<file path="src/rtl/gpio_evt_pkg.sv">
package gpio_evt_pkg;

    localparam int BUS_AW = 8;
    localparam int BUS_DW = 32;

    localparam logic [BUS_AW-1:0] OFS_MASK_SET = 8'h20;
    localparam logic [BUS_AW-1:0] OFS_MASK_CLR = 8'h24;
    localparam logic [BUS_AW-1:0] OFS_MASK_RD  = 8'h28;
    localparam logic [BUS_AW-1:0] OFS_STATUS   = 8'h2C;

    typedef enum logic [2:0] {
        EVT_FALL = 3'd0,
        EVT_RISE = 3'd1,
        EVT_BOTH = 3'd2,
        EVT_LOW  = 3'd3,
        EVT_HIGH = 3'd4
    } evt_code_e;

    // Decode one line's event from its code, last level and present level.
    function automatic logic evt_hit(input logic [2:0] code, input logic prev, input logic cur);
        logic hit;
        case (code)
            EVT_FALL: hit = prev & ~cur;
            EVT_RISE: hit = ~prev & cur;
            EVT_BOTH: hit = prev ^ cur;
            EVT_LOW:  hit = ~cur;
            EVT_HIGH: hit = cur;
            default:  hit = 1'b0;
        endcase
        return hit;
    endfunction

endpackage

</file>
<file path="src/rtl/gpio_evt_sync.sv">
module gpio_evt_sync #(
    parameter int N      = 32,
    parameter int STAGES = 2
) (
    input  logic         clk,
    input  logic         rst_n,
    input  logic [N-1:0] din,
    output logic [N-1:0] dout
);
    typedef struct packed {
        logic [STAGES-1:0][N-1:0] pipe;
    } sync_t;

    sync_t st_d, st_q;

    always_comb begin
        st_d = st_q;
        st_d.pipe[0] = din;
        for (int s = 1; s < STAGES; s++) begin
            st_d.pipe[s] = st_q.pipe[s-1];
        end
    end

    always_ff @(posedge clk or negedge rst_n) begin
        if (!rst_n) st_q <= '0;
        else        st_q <= st_d;
    end

    assign dout = st_q.pipe[STAGES-1];
endmodule

</file>
<file path="src/rtl/gpio_evt_filter.sv">
module gpio_evt_filter #(
    parameter int N = 32
) (
    input  logic         clk,
    input  logic         rst_n,
    input  logic [N-1:0] raw,
    input  logic [N-1:0] filt_on,
    input  logic         tick,
    output logic [N-1:0] lvl
);
    typedef struct packed {
        logic [N-1:0] cand;
        logic [N-1:0] armed;
        logic [N-1:0] filt;
    } filt_t;

    filt_t st_d, st_q;

    always_comb begin
        st_d = st_q;
        for (int i = 0; i < N; i++) begin
            if (raw[i] != st_q.cand[i]) begin
                st_d.cand[i]  = raw[i];
                st_d.armed[i] = 1'b0;
            end else if (tick) begin
                if (st_q.armed[i]) st_d.filt[i]  = st_q.cand[i];
                else               st_d.armed[i] = 1'b1;
            end
        end
    end

    always_ff @(posedge clk or negedge rst_n) begin
        if (!rst_n) st_q <= '0;
        else        st_q <= st_d;
    end

    for (genvar g = 0; g < N; g++) begin : g_sel
        assign lvl[g] = filt_on[g] ? st_q.filt[g] : raw[g];
    end
endmodule

</file>
<file path="src/rtl/gpio_evt_detect.sv">
module gpio_evt_detect
    import gpio_evt_pkg::*;
#(
    parameter int N = 32
) (
    input  logic           clk,
    input  logic           rst_n,
    input  logic [N-1:0]   lvl,
    input  logic [3*N-1:0] sel,
    output logic [N-1:0]   evt
);
    typedef struct packed {
        logic [N-1:0] prev;
    } det_t;

    det_t st_d, st_q;

    always_comb begin
        st_d      = st_q;
        st_d.prev = lvl;
    end

    always_ff @(posedge clk or negedge rst_n) begin
        if (!rst_n) st_q <= '0;
        else        st_q <= st_d;
    end

    for (genvar g = 0; g < N; g++) begin : g_line
        assign evt[g] = evt_hit(sel[3*g +: 3], st_q.prev[g], lvl[g]);
    end
endmodule

</file>
<file path="src/rtl/gpio_evt_regs.sv">
module gpio_evt_regs
    import gpio_evt_pkg::*;
#(
    parameter int N = 32
) (
    input  logic              clk,
    input  logic              rst_n,
    input  logic [N-1:0]      evt,
    input  logic              bus_sel,
    input  logic              bus_wr,
    input  logic [BUS_AW-1:0] bus_addr,
    input  logic [BUS_DW-1:0] bus_wdata,
    output logic [BUS_DW-1:0] bus_rdata,
    output logic [N-1:0]      mask,
    output logic [N-1:0]      status,
    output logic              irq
);
    typedef struct packed {
        logic [N-1:0] mask;
        logic [N-1:0] status;
    } regs_t;

    regs_t st_d, st_q;
    logic  wr_set, wr_clr, rd_stat;

    assign wr_set  = bus_sel &  bus_wr & (bus_addr == OFS_MASK_SET);
    assign wr_clr  = bus_sel &  bus_wr & (bus_addr == OFS_MASK_CLR);
    assign rd_stat = bus_sel & ~bus_wr & (bus_addr == OFS_STATUS);

    always_comb begin
        st_d = st_q;
        if (wr_set) st_d.mask = st_q.mask |  bus_wdata[N-1:0];
        if (wr_clr) st_d.mask = st_q.mask & ~bus_wdata[N-1:0];
        st_d.status = (rd_stat ? '0 : st_q.status) | evt;
    end

    always_ff @(posedge clk or negedge rst_n) begin
        if (!rst_n) st_q <= '0;
        else        st_q <= st_d;
    end

    always_comb begin
        bus_rdata = '0;
        if (bus_sel && !bus_wr) begin
            case (bus_addr)
                OFS_MASK_RD: bus_rdata[N-1:0] = st_q.mask;
                OFS_STATUS:  bus_rdata[N-1:0] = st_q.status;
                default:     bus_rdata = '0;
            endcase
        end
    end

    assign mask   = st_q.mask;
    assign status = st_q.status;
    assign irq    = |(st_q.status & st_q.mask);
endmodule

</file>
<file path="src/rtl/gpio_evt_irq.sv">
module gpio_evt_irq
    import gpio_evt_pkg::*;
#(
    parameter int N           = 32,
    parameter int SYNC_STAGES = 2
) (
    input  logic              clk,
    input  logic              rst_n,
    input  logic [N-1:0]      line_in,
    input  logic [3*N-1:0]    cfg_evt_sel,
    input  logic [N-1:0]      cfg_filt_en,
    input  logic [N-1:0]      cfg_filt_slow,
    input  logic              slow_tick,
    input  logic              bus_sel,
    input  logic              bus_wr,
    input  logic [BUS_AW-1:0] bus_addr,
    input  logic [BUS_DW-1:0] bus_wdata,
    output logic [BUS_DW-1:0] bus_rdata,
    output logic              irq
);
    logic [N-1:0] sync_w, lvl_w, evt_w, mask_w, status_w, filt_on_w;

    assign filt_on_w = cfg_filt_en & cfg_filt_slow;

    gpio_evt_sync #(.N(N), .STAGES(SYNC_STAGES)) u_sync (
        .clk(clk), .rst_n(rst_n), .din(line_in), .dout(sync_w)
    );

    gpio_evt_filter #(.N(N)) u_filt (
        .clk(clk), .rst_n(rst_n), .raw(sync_w), .filt_on(filt_on_w),
        .tick(slow_tick), .lvl(lvl_w)
    );

    gpio_evt_detect #(.N(N)) u_det (
        .clk(clk), .rst_n(rst_n), .lvl(lvl_w), .sel(cfg_evt_sel), .evt(evt_w)
    );

    gpio_evt_regs #(.N(N)) u_regs (
        .clk(clk), .rst_n(rst_n), .evt(evt_w), .bus_sel(bus_sel),
        .bus_wr(bus_wr), .bus_addr(bus_addr), .bus_wdata(bus_wdata),
        .bus_rdata(bus_rdata), .mask(mask_w), .status(status_w), .irq(irq)
    );
endmodule

</file>
<file path="config.mk">
export PLATFORM = sky130hd
export DESIGN_NAME = gpio_evt_irq
export DESIGN_NICKNAME = d
export VERILOG_FILES = /design/src/rtl/gpio_evt_pkg.sv /design/src/rtl/gpio_evt_sync.sv /design/src/rtl/gpio_evt_filter.sv /design/src/rtl/gpio_evt_detect.sv /design/src/rtl/gpio_evt_regs.sv /design/src/rtl/gpio_evt_irq.sv
export SDC_FILE = /design/constraint.sdc
export NUM_CORES = 1
export LEC_CHECK = 0
export ABC_AREA = 1
export BUFFER_PORTS_ARGS = -buffer_cell sky130_fd_sc_hd__buf_2
export CAP_MARGIN = 10
export CORE_MARGIN = 3
export CORE_UTILIZATION = 61
export DETAILED_ROUTE_END_ITERATION = 10
export PLACE_DENSITY_LB_ADDON = 0.15
export SLEW_MARGIN = 20
export SYNTH_ARGS = -nofsm -noshare
export SYNTH_HDL_FRONTEND = slang
export SYNTH_HIERARCHICAL = 1
export SYNTH_SLANG_ARGS = --single-unit
</file>
<file path="constraint.sdc">
create_clock -name clk -period 2.8 [get_ports clk]
set_input_delay 0.56 -clock clk [delete_from_list [all_inputs] [get_ports clk]]
set_output_delay 0.56 -clock clk [all_outputs]
set_load 0.02 [all_outputs]
</file>
Word-level counts from Yosys, hierarchy flattened --
Cells that the tools add are included.
Word-level totals: register bits after elaboration 256, bits of input ports 237, output and inout port bits 33, logic and storage cells 671
Cells by class: equal/unequal tests 164, muxes and demuxes 102, bitwise gates (word level) 204, reduce and logical (&&, ||, !) cells 100
Operator list (number):
- equality test 3 x 2 -> 1 bit, second input constant | 64
- one-hot mux 1 bit (5 select lines) | 32
- 2-to-1 mux 32 bit | 4
- NOT 1 bit | 97
- bitwise AND 32 bit | 3
- equality test 3 x 1 -> 1 bit, second input constant | 32
- equality test 3 bit, second input constant | 32
- zero test 3 bit | 32
- AND reduction 3 bit | 32
- bitwise AND 1 bit | 69
- nonzero test 2 bit | 33
- 2-to-1 mux 1 bit | 65
- OR 32 bit | 2
- one-hot mux 32 bit (2 select lines) | 1
- equality test 8 x 6 -> 1 bit, second input constant | 4
- inequality test 1 bit | 32
- NOT 32 bit | 1
- OR reduction 32 bit | 1
- XOR 1 bit | 32
- logical AND 1 bit | 1
- zero test 1 bit | 1

Logic depth before layout (Yosys ltp) --
Gate-level depths: netlist (run 1).
word-level depth 6, gate-level depth with buffers 14, mapped depth without buffers 14

Hierarchy --
The synthesis (run 1) kept the hierarchy.
Modules (own cells, without submodules):
- gpio_evt_filter | times used 1, cells an instance 551, area each 4449.3 um^2, seq. area each 2402.3 um^2
- gpio_evt_detect | times used 1, cells an instance 640, area each 3881.2 um^2, seq. area each 800.8 um^2
- gpio_evt_regs | times used 1, cells an instance 567, area each 3801.1 um^2, seq. area each 1601.5 um^2
- gpio_evt_sync | times used 1, cells an instance 64, area each 1601.5 um^2, seq. area each 1601.5 um^2
- gpio_evt_irq | times used 1, cells an instance 64, area each 240.2 um^2, seq. area each 0.0 um^2

Worst setup path before layout (run 1) --
OpenSTA, ideal clock, no wires.
path kind input-to-output, start input port bus_addr[4], end output port bus_rdata[30], arrival time 1.442 ns, data required time 2.240 ns, path slack 0.798 ns, stages on the path 9, path buffers 2, cell sequence inv_2 > nand2_1 > nor2_2 > inv_2 > nor2_2 > buf_6 > buf_6 > nand3_1 > nand2_1
Between the ends: longest elaborated chain between the ends 3, elaborated cells between the ends (all ways) 4, classes of those cells 2 x eq/ne; 2 x mux
RTL lines:
- start: declaration | line gpio_evt_irq.sv:16 | input logic [BUS_AW-1:0] bus_addr,
- equality test 8 x 6 -> 1 bit | line gpio_evt_regs.sv:45 | case (bus_addr)
- one-hot mux 32 bit (2 select lines) (*) | line gpio_evt_regs.sv:45
- 2-to-1 mux 32 bit (*) | line gpio_evt_regs.sv:44 | if (bus_sel && !bus_wr) begin
- end: declaration | line gpio_evt_irq.sv:18 | output logic [BUS_DW-1:0] bus_rdata,
Mark *: on every way between the ends. The rest lies on a longest branch, timed or not.

Worst setup path in the final report (run 1) --
start input port bus_addr[2], end output port bus_rdata[1]
Same word-level chain as after synthesis.

==> qor.yml, run 1 <==
final_layout:
  final_cell_mix: "585 x nand2_1, 371 x inv_1, 268 x buf_2"
  syn_to_final_growth_pct: 20.0
  nets: 2458
  layout_commonest_cell: "nand2_1"
  stdcell_area_um2: 16800
  fillers: 1706
  drive_gt1_share_pct: 21.6
critical_path:
  criticalPathCategory: "input port to output pin"
  cp.required_ns: 2.24
  reg2regPathDepth: 11
  worstReg2RegEnd: "u_regs/status[0]"
  cp-start-kind: "input port"
  cpMostUsedCell: "buf_2"
  startpoint: "bus_addr[2]"
  cp_slowest_cell: "nor2_4"
  end_kind: "output pin"
  cp_top_family: "buffers and inverters"
  cp_slowest_stage_delay_ns: 0.41
  rrSetupSlack_ns: 0.87
  cp_cell_sequence: "buf_2 -> inv_2 -> nor2_4 -> buf_4 -> nand3_1 -> nand2_1 -> buf_2"
  critPathArrivalTime_ns: 1.87
  crit_buf_inv: 4
  r2r_start: "u_sync/dout[0]"
  crit_fanout: 14
  cp.depth: 7
  endpoint: "bus_rdata[1]"
timing:
  max_slew_margin_pct: 56.1
  clock_skew_ns: 0.0104
  hold_ws_ns: 0.113
  fmax_ghz: 0.411
  fin_crit_ns: 2.43
  worst_pin_slew_ns: 0.651
  tns_ns: 0
  hold_viol_final: 0
  drv_slew: 0
  rsz0062_at_grt: "no"
  setup_viol: 0
  period_share_pct: 86.9
synthesis:
  ys_ff_latch: 256
  syn_inst: 1886
  netlist.area_leader.share_pct: 45.8
  yosys.area_share.simple_pct: 31.1
  yosysTopAreaCell: "dfrtp_1"
  syn_avg_cell_area_um2: 7.41
  synth_xor_area_share_pct: 2.01
  synth_top_family_by_area: "simple AND/OR/NAND/NOR gates"
  yosys-top-cells-area: "dfrtp_1 46%, nand2_1 16%, inv_1 10%"
  ys_types: 22
  syn_nets: 2187
  ys_warn_count: 6
  synth_adder_area_share_pct: 5.73
  synthMuxAreaShare_pct: 0
  synth-compound-area-share_pct: 1.15
  syn_area_um2: 14000
  ys_seq_area_share_pct: 45.8
clock_network:
  cts_num_sinks: 256
  cts_tree: "built"
  cts_root_buf: "clkbuf_16"
  clk_latency_ns: 0.55
  cts_max_path_buffers: 3
  cts_max_level: 1
  cts_inserted_buffers: 28
  path_clk_slew_ns: 0.06
global_routing:
  grt_max_degree: 95
  grt_usage_pct: 26.4
  gr-total-overflow: 0
  grt_pass1_wl_mm: 53.5
  first_global_vias: 11700
  antenna_found_initial: 4
floorplanning:
  num_io_pins: 270
  dieArea_um2: 24800
  die-width_um: 157
  num_rows: 54
  core_um2: 22200
  die_h_um: 157
  floorplan.initialDensity_pct: 63.1
power:
  power_density_nw_per_um2: 588
  peakVddDrop_v: 0.000479
  p_leak_nw: 10.1
route:
  routed_wl_mm: 32.8
  via_per_inst: 5.00
  drt_iter0_drc: 948
  via_count: 12300
  drc_errors: 0
  ant_nets: 0
  dr.pass1.iters: 6
  wl_per_cell_um: 13.3
place:
  placed_area_um2: 15600
  place_congestion: 0.900
  port_buffers: 269
  hpwl_mm: 23.9
worst_hold_path:
  hp-class: "input port to flip-flop"
job:
  cap_viol_max_count: 0
run_status:
  outcome: "finished, final reports clean"
==> per-stage QoR <==
step	setup slack, ns	power, mW	std cells	utilization (%)
2_1_floorplan	0.798	5.07	1886	-
3_3_place_gp	0.429	5.55	2406	70.6
3_5_place_dp	0.382	5.63	2406	70.6
4_1_cts	0.372	9.94	2457	75.6
5_1_grt	0.277	10.4	2460	75.7
6_report	0.367	9.86	2461	75.7
==> layout make-up <==
type	instances	area (um^2)	share of cell area [%]
well taps	280	350	2.09
clock buffers	35	797	4.75
diodes	4	10.0	0.0597
inverters	426	1600	9.54
repair buffers	310	1700	10.2
flip-flops and latches	256	6410	38.2
multi-input cells	1135	5600	33.4
clock inverters	15	304	1.81
==> worst min path at each step <==
stage / startpoint / endpoint / slack [ns] / cells past startpoint
final: line_in[24] / u_sync/st_d[56] / 0.11 / 1
after global routing: line_in[22] / u_sync/st_d[54] / 0.09 / 1
after CTS: line_in[29] / u_sync/st_d[61] / 0.09 / 1
after detailed placement: u_sync/st_d[59] / u_sync/dout[27] / 0.33 / 0
after global placement: u_sync/st_d[33] / u_sync/dout[1] / 0.33 / 0
after floorplan: rst_n / u_det/st_q[0] / 0.26 / 0
==> Yosys cell counts (all sizes together) <==
master  count
nand4      65
nand3     194
o21ai      32
xor2       32
ha         64
clkinv      1
buf        34
dfrtp     256
nor2      114
clkbuf     35
inv       425
nand2     634
==> metal layers <==
| metal | part of all wire (%) | vias to the layer above | global-route usage, % |
|---|---|---|---|
| li1 | - | 6166 | - |
| met4 | 3.0 | 2 | 9.26 |
| met1 | 42 | 5658 | 33.7 |
| met3 | 6.0 | 75 | 4.21 |
| met2 | 49 | 397 | 45.7 |
| met5 | 0.040 | - | 0 |
==> cell families (layout without fill, tap and decap cells) <==
| logic type | Yosys count | in the layout |
|---|---|---|
| AND/OR/NAND/NOR | 1007 | 1007 |
| buffers and inverters | 495 | 786 |
| flip-flops | 256 | 256 |
| adder cells (fa/ha/maj) | 64 | 64 |
| AO/OA/AOI/OAI | 32 | 32 |
| XOR/XNOR | 32 | 32 |
| other | 0 | 4 |
==> where the power goes <==
group	leakage [nW]	internal (mW)	total, mW	switching (mW)
Combinational	6.67	0.553	1.36	0.809
Clock	0.544	2.75	4.28	1.52
Sequential	2.84	4.01	4.22	0.211
==> repair_timing <==
action                                  CTS  global route
setup buffers                             0             0
resized for setup                         0             0
endpoints found under the hold margin    26             0
hold buffers                              1             0
endpoints found under the setup margin    0             0
No activity file was read; power rests on OpenSTA's default activity.
==> inputs of run 2 (changes only) <==
--- a/config.mk
+++ b/config.mk
@@ -5,11 +5,10 @@
 export SDC_FILE = /design/constraint.sdc
 export NUM_CORES = 1
 export LEC_CHECK = 0
-export ABC_AREA = 1
 export BUFFER_PORTS_ARGS = -buffer_cell sky130_fd_sc_hd__buf_2
 export CAP_MARGIN = 10
 export CORE_MARGIN = 3
-export CORE_UTILIZATION = 61
+export CORE_UTILIZATION = 60
 export DETAILED_ROUTE_END_ITERATION = 10
 export PLACE_DENSITY_LB_ADDON = 0.15
 export SLEW_MARGIN = 20
==> run 2 against run 1 <==
Sequential power decreased by 4%; register-to-register slack worse by 0.02 ns; global-route usage down 1.9 points; die area down 6.3%; flip-flop and latch count unchanged; core utilization fell by 1.3 points; combinational power is 27% lower; maximum frequency decreased by 7.5%; clock skew fell by 0.0030 ns; critical path type is now flip-flop to output pin; largest cell class unchanged; largest power group is now registers.
==> qor.yml, run 2 <==
final_layout:
  stdcell_area_um2: 15300  # -8.5%
  syn_to_final_growth_pct: 19.4
  drive_gt1_share_pct: 30.8  # +9.2 points
  fillers: 1462  # -14%
  layout_commonest_cell: "buf_2"
  final_cell_mix: "267 x buf_2, 256 x dfrtp_1, 160 x inv_1"
  multi_input_area_um2: 5550  # -0.78%
  nets: 1664  # -32%
  ff_latch_area_um2: 6410  # unchanged
global_routing:
  first_global_vias: 9336  # -20%
  grt_pass1_wl_mm: 46.7  # -13%
  gr-total-overflow: 0  # unchanged
  grt_max_degree: 97  # +2.1%
  grt_usage_pct: 24.4  # -1.9 points
  antenna_found_initial: 6  # +2
clock_network:
  clk_latency_ns: 0.53  # -0.02 ns
  cts_max_level: 1  # unchanged
  cts_resized: 0  # unchanged
  cts_tree: "built"
  cts_setup_buffers: 0  # unchanged
  path_clk_slew_ns: 0.06  # about the same
  cts_max_path_buffers: 3  # unchanged
  cts_num_sinks: 256  # unchanged
  cts_root_buf: "clkbuf_16"
  cts_inserted_buffers: 27  # -3.6%
timing:
  fin_crit_ns: 2.63  # +0.197 ns
  hold_ws_ns: 0.140  # +0.0268 ns
  tns_ns: 0  # unchanged
  max_slew_margin_pct: 47.0  # -9.2 points
  rsz0062_at_grt: "no"
  setup_viol: 0  # unchanged
  drv_slew: 0  # unchanged
  hold_viol_final: 0  # unchanged
  clock_skew_ns: 0.00743  # -0.00297 ns
  worst_pin_slew_ns: 0.794  # +0.143 ns
  fmax_ghz: 0.380  # -7.5%
  period_share_pct: 93.9  # +7.0 points
synthesis:
  synth_edf_count: 0  # unchanged
  yosys.area_share.simple_pct: 14.7  # -16 points
  yosys-top-cells-area: "dfrtp_1 50%, ha_1 6.2%, mux4_2 5.6%"
  synth_flop_cell: "dfrtp_1"
  synthMuxAreaShare_pct: 13.4  # +13 points
  ys_warn_count: 6  # unchanged
  synth_xor_area_share_pct: 2.18  # +0.18 points
  yosysMostFrequentCell: "dfrtp_1"
  synth-compound-area-share_pct: 6.54  # +5.4 points
  synth_common_cells: "256 x dfrtp_1, 160 x inv_1, 128 x nor2_1"
  yosysTopAreaCell: "dfrtp_1"
  syn_nets: 1417  # -35%
  postSynth.asyncResetShare_pct: 100  # unchanged
  synth_top_family_by_area: "simple AND/OR/NAND/NOR gates"
  ys_seq_area_share_pct: 49.8  # +4.0 points
  syn_avg_cell_area_um2: 11.5  # +55%
  synth_adder_area_share_pct: 6.23  # +0.50 points
  ys_types: 28  # +27%
  netlist.area_leader.share_pct: 49.8  # +4.0 points
  syn_area_um2: 12900  # -8.0%
  syn_inst: 1116  # -41%
  ys_ff_latch: 256  # unchanged
place:
  port_buffers: 269  # unchanged
  hpwl_mm: 20.9  # -13%
  placed_area_um2: 14400  # -7.8%
  place_congestion: 0.835  # -7.2%
critical_path:
  criticalPathCategory: "flip-flop to output pin"
  cp_slowest_cell: "or4_1"
  worstReg2RegEnd: "u_regs/status[8]"
  cp_slowest_stage_delay_ns: 0.50  # +0.09 ns
  crit_fanout: 3  # -11
  cp_top_family: "simple AND/OR/NAND/NOR gates"
  end_kind: "output pin"
  cp-start-kind: "flip-flop"
  reg2regPathDepth: 6  # -5
  crit_buf_inv: 1  # -3
  cp.required_ns: 2.24  # about the same
  cp.depth: 4  # -3
  endpoint: "irq"
  startpoint: "u_regs/status[28]"
  rrSetupSlack_ns: 0.85  # -0.02 ns
  r2r_start: "u_sync/dout[8]"
  critPathArrivalTime_ns: 2.07  # +0.20 ns
  cp_cell_sequence: "a22oi_1 -> nand4_1 -> or4_1 -> buf_2"
route:
  routed_wl_mm: 28.6  # -13%
  via_count: 9168  # -25%
  drc_errors: 0  # unchanged
  ant_nets: 0  # unchanged
  wl_per_cell_um: 17.3  # +30%
  dr.pass1.iters: 5  # -1
  drt_iter0_drc: 474  # -50%
  via_per_inst: 5.54  # +11%
power:
  total_power_mw: 8.60  # -13%
  peakVddDrop_v: 0.000551  # +15%
  p_leak_nw: 7.75  # -23%
  power_density_nw_per_um2: 560  # -4.7%
worst_hold_path:
  hp-class: "input port to flip-flop"
floorplanning:
  die-width_um: 152  # -3.2%
  floorplan.initialDensity_pct: 62.3  # -0.74 points
  die_h_um: 152  # -3.2%
  num_rows: 52  # -3.7%
  num_io_pins: 270  # unchanged
  core_um2: 20600  # -6.9%
  dieArea_um2: 23200  # -6.3%
job:
  cap_viol_max_count: 0  # unchanged
run_status:
  outcome: "finished, final reports clean"
## run 2: changes by cell type in the layout (fill, tap and decap cells not counted), sizes merged, moves of 64 or more
cell,previous run,this run
nand2,634,1
inv,426,161
nand3,194,1
mux2i,0,64
## run 2: repair_timing
action	4_1_cts	5_1_grt
endpoints found under the hold margin	10	0
endpoints found under the setup margin	0	0
hold buffers	1	0
## run 2: worst reg2reg max path, delay by kind of cell, from the launching register on
family | cells | cell delay, ns
compound gates | 2 | 0.36
fa+ha+maj | 1 | 0.24
buf+inv | 1 | 0.09
flops | 1 | 0.43
mux | 2 | 0.78
## run 2: cells by family (layout without fill, tap and decap cells)
kind of cell | after synthesis | in the layout
compound gates | 112 | 112
fa+ha+maj | 64 | 64
flops | 256 | 256
mux | 128 | 128
other cells | 0 | 4
simple gates | 299 | 299
buf+inv | 225 | 491
xor+xnor | 32 | 32
## run 2: metrics by stage
stage / setup slack [ns] / cells / util (%)
floorplan: 0.578 / 1116 / -
global placement: 0.366 / 1603 / 70.0
detailed placement: 0.352 / 1603 / 70.0
CTS: 0.169 / 1652 / 74.3
global route: 0.0816 / 1655 / 74.4
finish: 0.170 / 1656 / 74.4
## run 2: layout make-up
class,instances,area share [%]
Clock buffer,39,5.15
Multi-Input combinational cell,635,36.2
Antenna cell,4,0.0653
Sequential cell,256,41.8
Clock inverter,9,0.644
Tap cell,270,2.20
Timing Repair Buffer,283,10.0
Inverter,160,3.92
## run 2: routing by layer
metal	share of wire (%)	wire length, um	up-vias	track usage (%)
li1	-	-	4314	-
met4	2.5	724	6	7.19
met5	0.13	37	-	0
met2	50	14400	254	42.1
met1	41	11700	4542	31.5
met3	6.2	1760	52	4.91
## run 2: worst min path at each step
stage / start / to / slack [ns] / cells past startpoint
after floorplan: rst_n / u_det/st_q[0] / 0.26 / 0
after global placement: u_sync/st_d[58] / u_sync/dout[26] / 0.33 / 0
after detailed placement: u_sync/st_d[32] / u_sync/dout[0] / 0.34 / 0
after CTS: line_in[20] / u_sync/st_d[52] / 0.11 / 1
after global routing: line_in[16] / u_sync/st_d[48] / 0.11 / 1
final: line_in[17] / u_sync/st_d[49] / 0.14 / 1
## run 2: power by group
part	switching (mW)	total [mW]	internal, mW
Clock	1.40	3.53	2.13
Combinational	0.490	0.997	0.507
Sequential	0.162	4.07	3.91
Total	2.05	8.60	6.55
==> inputs of run 3 (changes only) <==
--- a/config.mk
+++ b/config.mk
@@ -10,7 +10,7 @@
 export CORE_MARGIN = 3
 export CORE_UTILIZATION = 60
 export DETAILED_ROUTE_END_ITERATION = 10
-export PLACE_DENSITY_LB_ADDON = 0.15
+export PLACE_DENSITY_LB_ADDON = 0.12
 export SLEW_MARGIN = 20
 export SYNTH_ARGS = -nofsm -noshare
 export SYNTH_HDL_FRONTEND = slang
==> run 3 against run 2 <==
Clock-buffer cell count fell by 5; die area unchanged; non-clock buffer count is 1 lower; core utilization grew 0.14 points; global-route usage up 0.53 points; via count down 0.16%; critical path depth unchanged; flip-flop and latch count stayed put; critical path type unchanged.
==> qor.yml, run 3 (synthesis results as in run 2) <==
run_status:
  outcome: "finished, final reports clean"
final_layout:
  final_cell_mix: "267 x buf_2, 256 x dfrtp_1, 160 x inv_1"
  fillers: 1448  # -0.96%
  drive_gt1_share_pct: 30.7  # -0.078 points
  syn_to_final_growth_pct: 19.6
  nets: 1663  # -0.060%
  layout_commonest_cell: "buf_2"
clock_network:
  cts_root_buf: "clkbuf_16"
  cts_max_level: 1  # unchanged
  cts_inserted_buffers: 27  # unchanged
  cts_setup_buffers: 0  # unchanged
  clk_latency_ns: 0.52  # about the same
  path_clk_slew_ns: 0.06  # about the same
  cts_max_path_buffers: 3  # unchanged
  cts_resized: 0  # unchanged
  cts_tree: "built"
  cts_num_sinks: 256  # unchanged
  postCtsHoldBufs: 0  # -1
power:
  peakVddDrop_v: 0.000579  # +5.1%
  power_density_nw_per_um2: 573  # +2.3%
  p_leak_nw: 7.75  # about the same
  clkPwrFrac_pct: 42.4  # +1.3 points
  pwr-share-comb_pct: 11.4  # -0.2 points
  cell_internal_pwr_mw: 6.72  # +2.7%
  sw_frac_of_total_pct: 23.7  # -0.12 points
  p_sw_mw: 2.09  # +2.0%
  seq_power_share_pct: 46.2  # -1.1 points
timing:
  rsz0062_at_grt: "no"
  hold_viol_final: 0  # unchanged
  clock_skew_ns: 0.0110  # +0.00356 ns
  drv_slew: 0  # unchanged
  tns_ns: 0  # unchanged
  fmax_ghz: 0.375  # -1.3%
  finalWorstSetupSlack_ns: 0.134  # -0.0352 ns
  period_share_pct: 95.2  # +1.3 points
  fin_crit_ns: 2.67  # +0.0352 ns
  max_slew_margin_pct: 55.4  # +8.4 points
  setup_viol: 0  # unchanged
  worst_pin_slew_ns: 0.669  # -0.125 ns
critical_path:
  worstReg2RegEnd: "u_regs/status[0]"
  cp-start-kind: "flip-flop"
  cp.required_ns: 2.24  # about the same
  criticalPathCategory: "flip-flop to output pin"
  endpoint: "irq"
  critPathArrivalTime_ns: 2.11  # +0.04 ns
  rrSetupSlack_ns: 0.79  # -0.06 ns
  startpoint: "u_regs/status[21]"
  end_kind: "output pin"
  crit_fanout: 3  # unchanged
  reg2regPathDepth: 6  # unchanged
  r2r_start: "u_sync/dout[0]"
floorplanning:
  dieArea_um2: 23200  # unchanged
  num_rows: 52  # unchanged
  die-width_um: 152  # unchanged
  floorplan.initialDensity_pct: 62.3  # unchanged
  die_h_um: 152  # unchanged
  core_um2: 20600  # unchanged
  num_io_pins: 270  # unchanged
route:
  via_count: 9153  # -0.16%
  drt_iter0_drc: 539  # +14%
  dr.pass1.iters: 5  # unchanged
  ant_nets: 0  # unchanged
  wl_per_cell_um: 17.6  # +2.0%
  drc_errors: 0  # unchanged
  routed_wl_mm: 29.2  # +2.0%
  via_per_inst: 5.53  # -0.16%
place:
  pre_cts_ws_ns: 0.356  # +0.00389 ns
  hpwl_mm: 21.2  # +1.3%
  place_congestion: 0.849  # +1.7%
  port_buffers: 269  # unchanged
worst_hold_path:
  hp-class: "input port to async pin"
global_routing:
  grt_usage_pct: 25.0  # +0.53 points
  grt_max_degree: 97  # unchanged
  first_global_vias: 9538  # +2.2%
  grt_pass1_wl_mm: 47.7  # +2.1%
  antenna_found_initial: 13  # +7
  gr-total-overflow: 0  # unchanged
job:
  cap_viol_max_count: 0  # unchanged
[run 3: cell type report]
cell class	count	area [um^2]	area share, %
flip-flops and latches	256	6410	41.7
multi-input cells	635	5540	36.1
repair buffers	282	1530	9.96
clock buffers	34	732	4.76
inverters	160	601	3.91
well taps	270	338	2.20
clock inverters	12	199	1.29
diodes	7	17.5	0.114
[run 3: metal layers]
layer / global-route usage, % / wire [um] / share of wire [%]
met5: 0 / 82 / 0.28
met4: 7.66 / 815 / 2.8
met3: 6.13 / 1980 / 6.8
met2: 41.8 / 14200 / 48
met1: 32.5 / 12200 / 42
[run 3: metrics by stage]
stage	utilization [%]	instance area [um^2]	hold slack, ns	total power [mW]	instances
2_1_floorplan	-	12900	0.264	4.71	1116
3_3_place_gp	69.9	14400	0.331	5.07	1603
3_5_place_dp	69.9	14400	0.335	5.14	1603
4_1_cts	74.4	15400	0.0571	8.90	1649
5_1_grt	74.5	15400	0.0936	9.21	1655
6_report	74.5	15400	0.0538	8.81	1656
[run 3: power by group through the flow]
stage | Sequential, mW | Combinational [mW] | Clock [mW]
2_1_floorplan | 4.09 | 0.625 | 0
3_3_place_gp | 4.12 | 0.951 | 0
3_5_place_dp | 4.13 | 1.01 | 0
4_1_cts | 4.07 | 1.02 | 3.81
5_1_grt | 4.10 | 1.14 | 3.97
6_report | 4.07 | 1.00 | 3.74
[run 3: worst max-delay path: stages (launching register included)]
cell	delay, ns
dfrtp_1	0.45
a22oi_1	0.25
nand4_1	0.17
or4_1	0.53
buf_2	0.19
[run 3: worst min-delay path by stage]
stage                                from               to
final                               rst_n  u_filt/st_q[25]
after global routing                rst_n  u_filt/st_q[25]
after CTS                           rst_n  u_sync/st_d[62]
after detailed placement  u_sync/st_d[44]  u_sync/dout[12]
after global placement    u_sync/st_d[53]  u_sync/dout[21]
after floorplan                     rst_n    u_det/st_q[0]
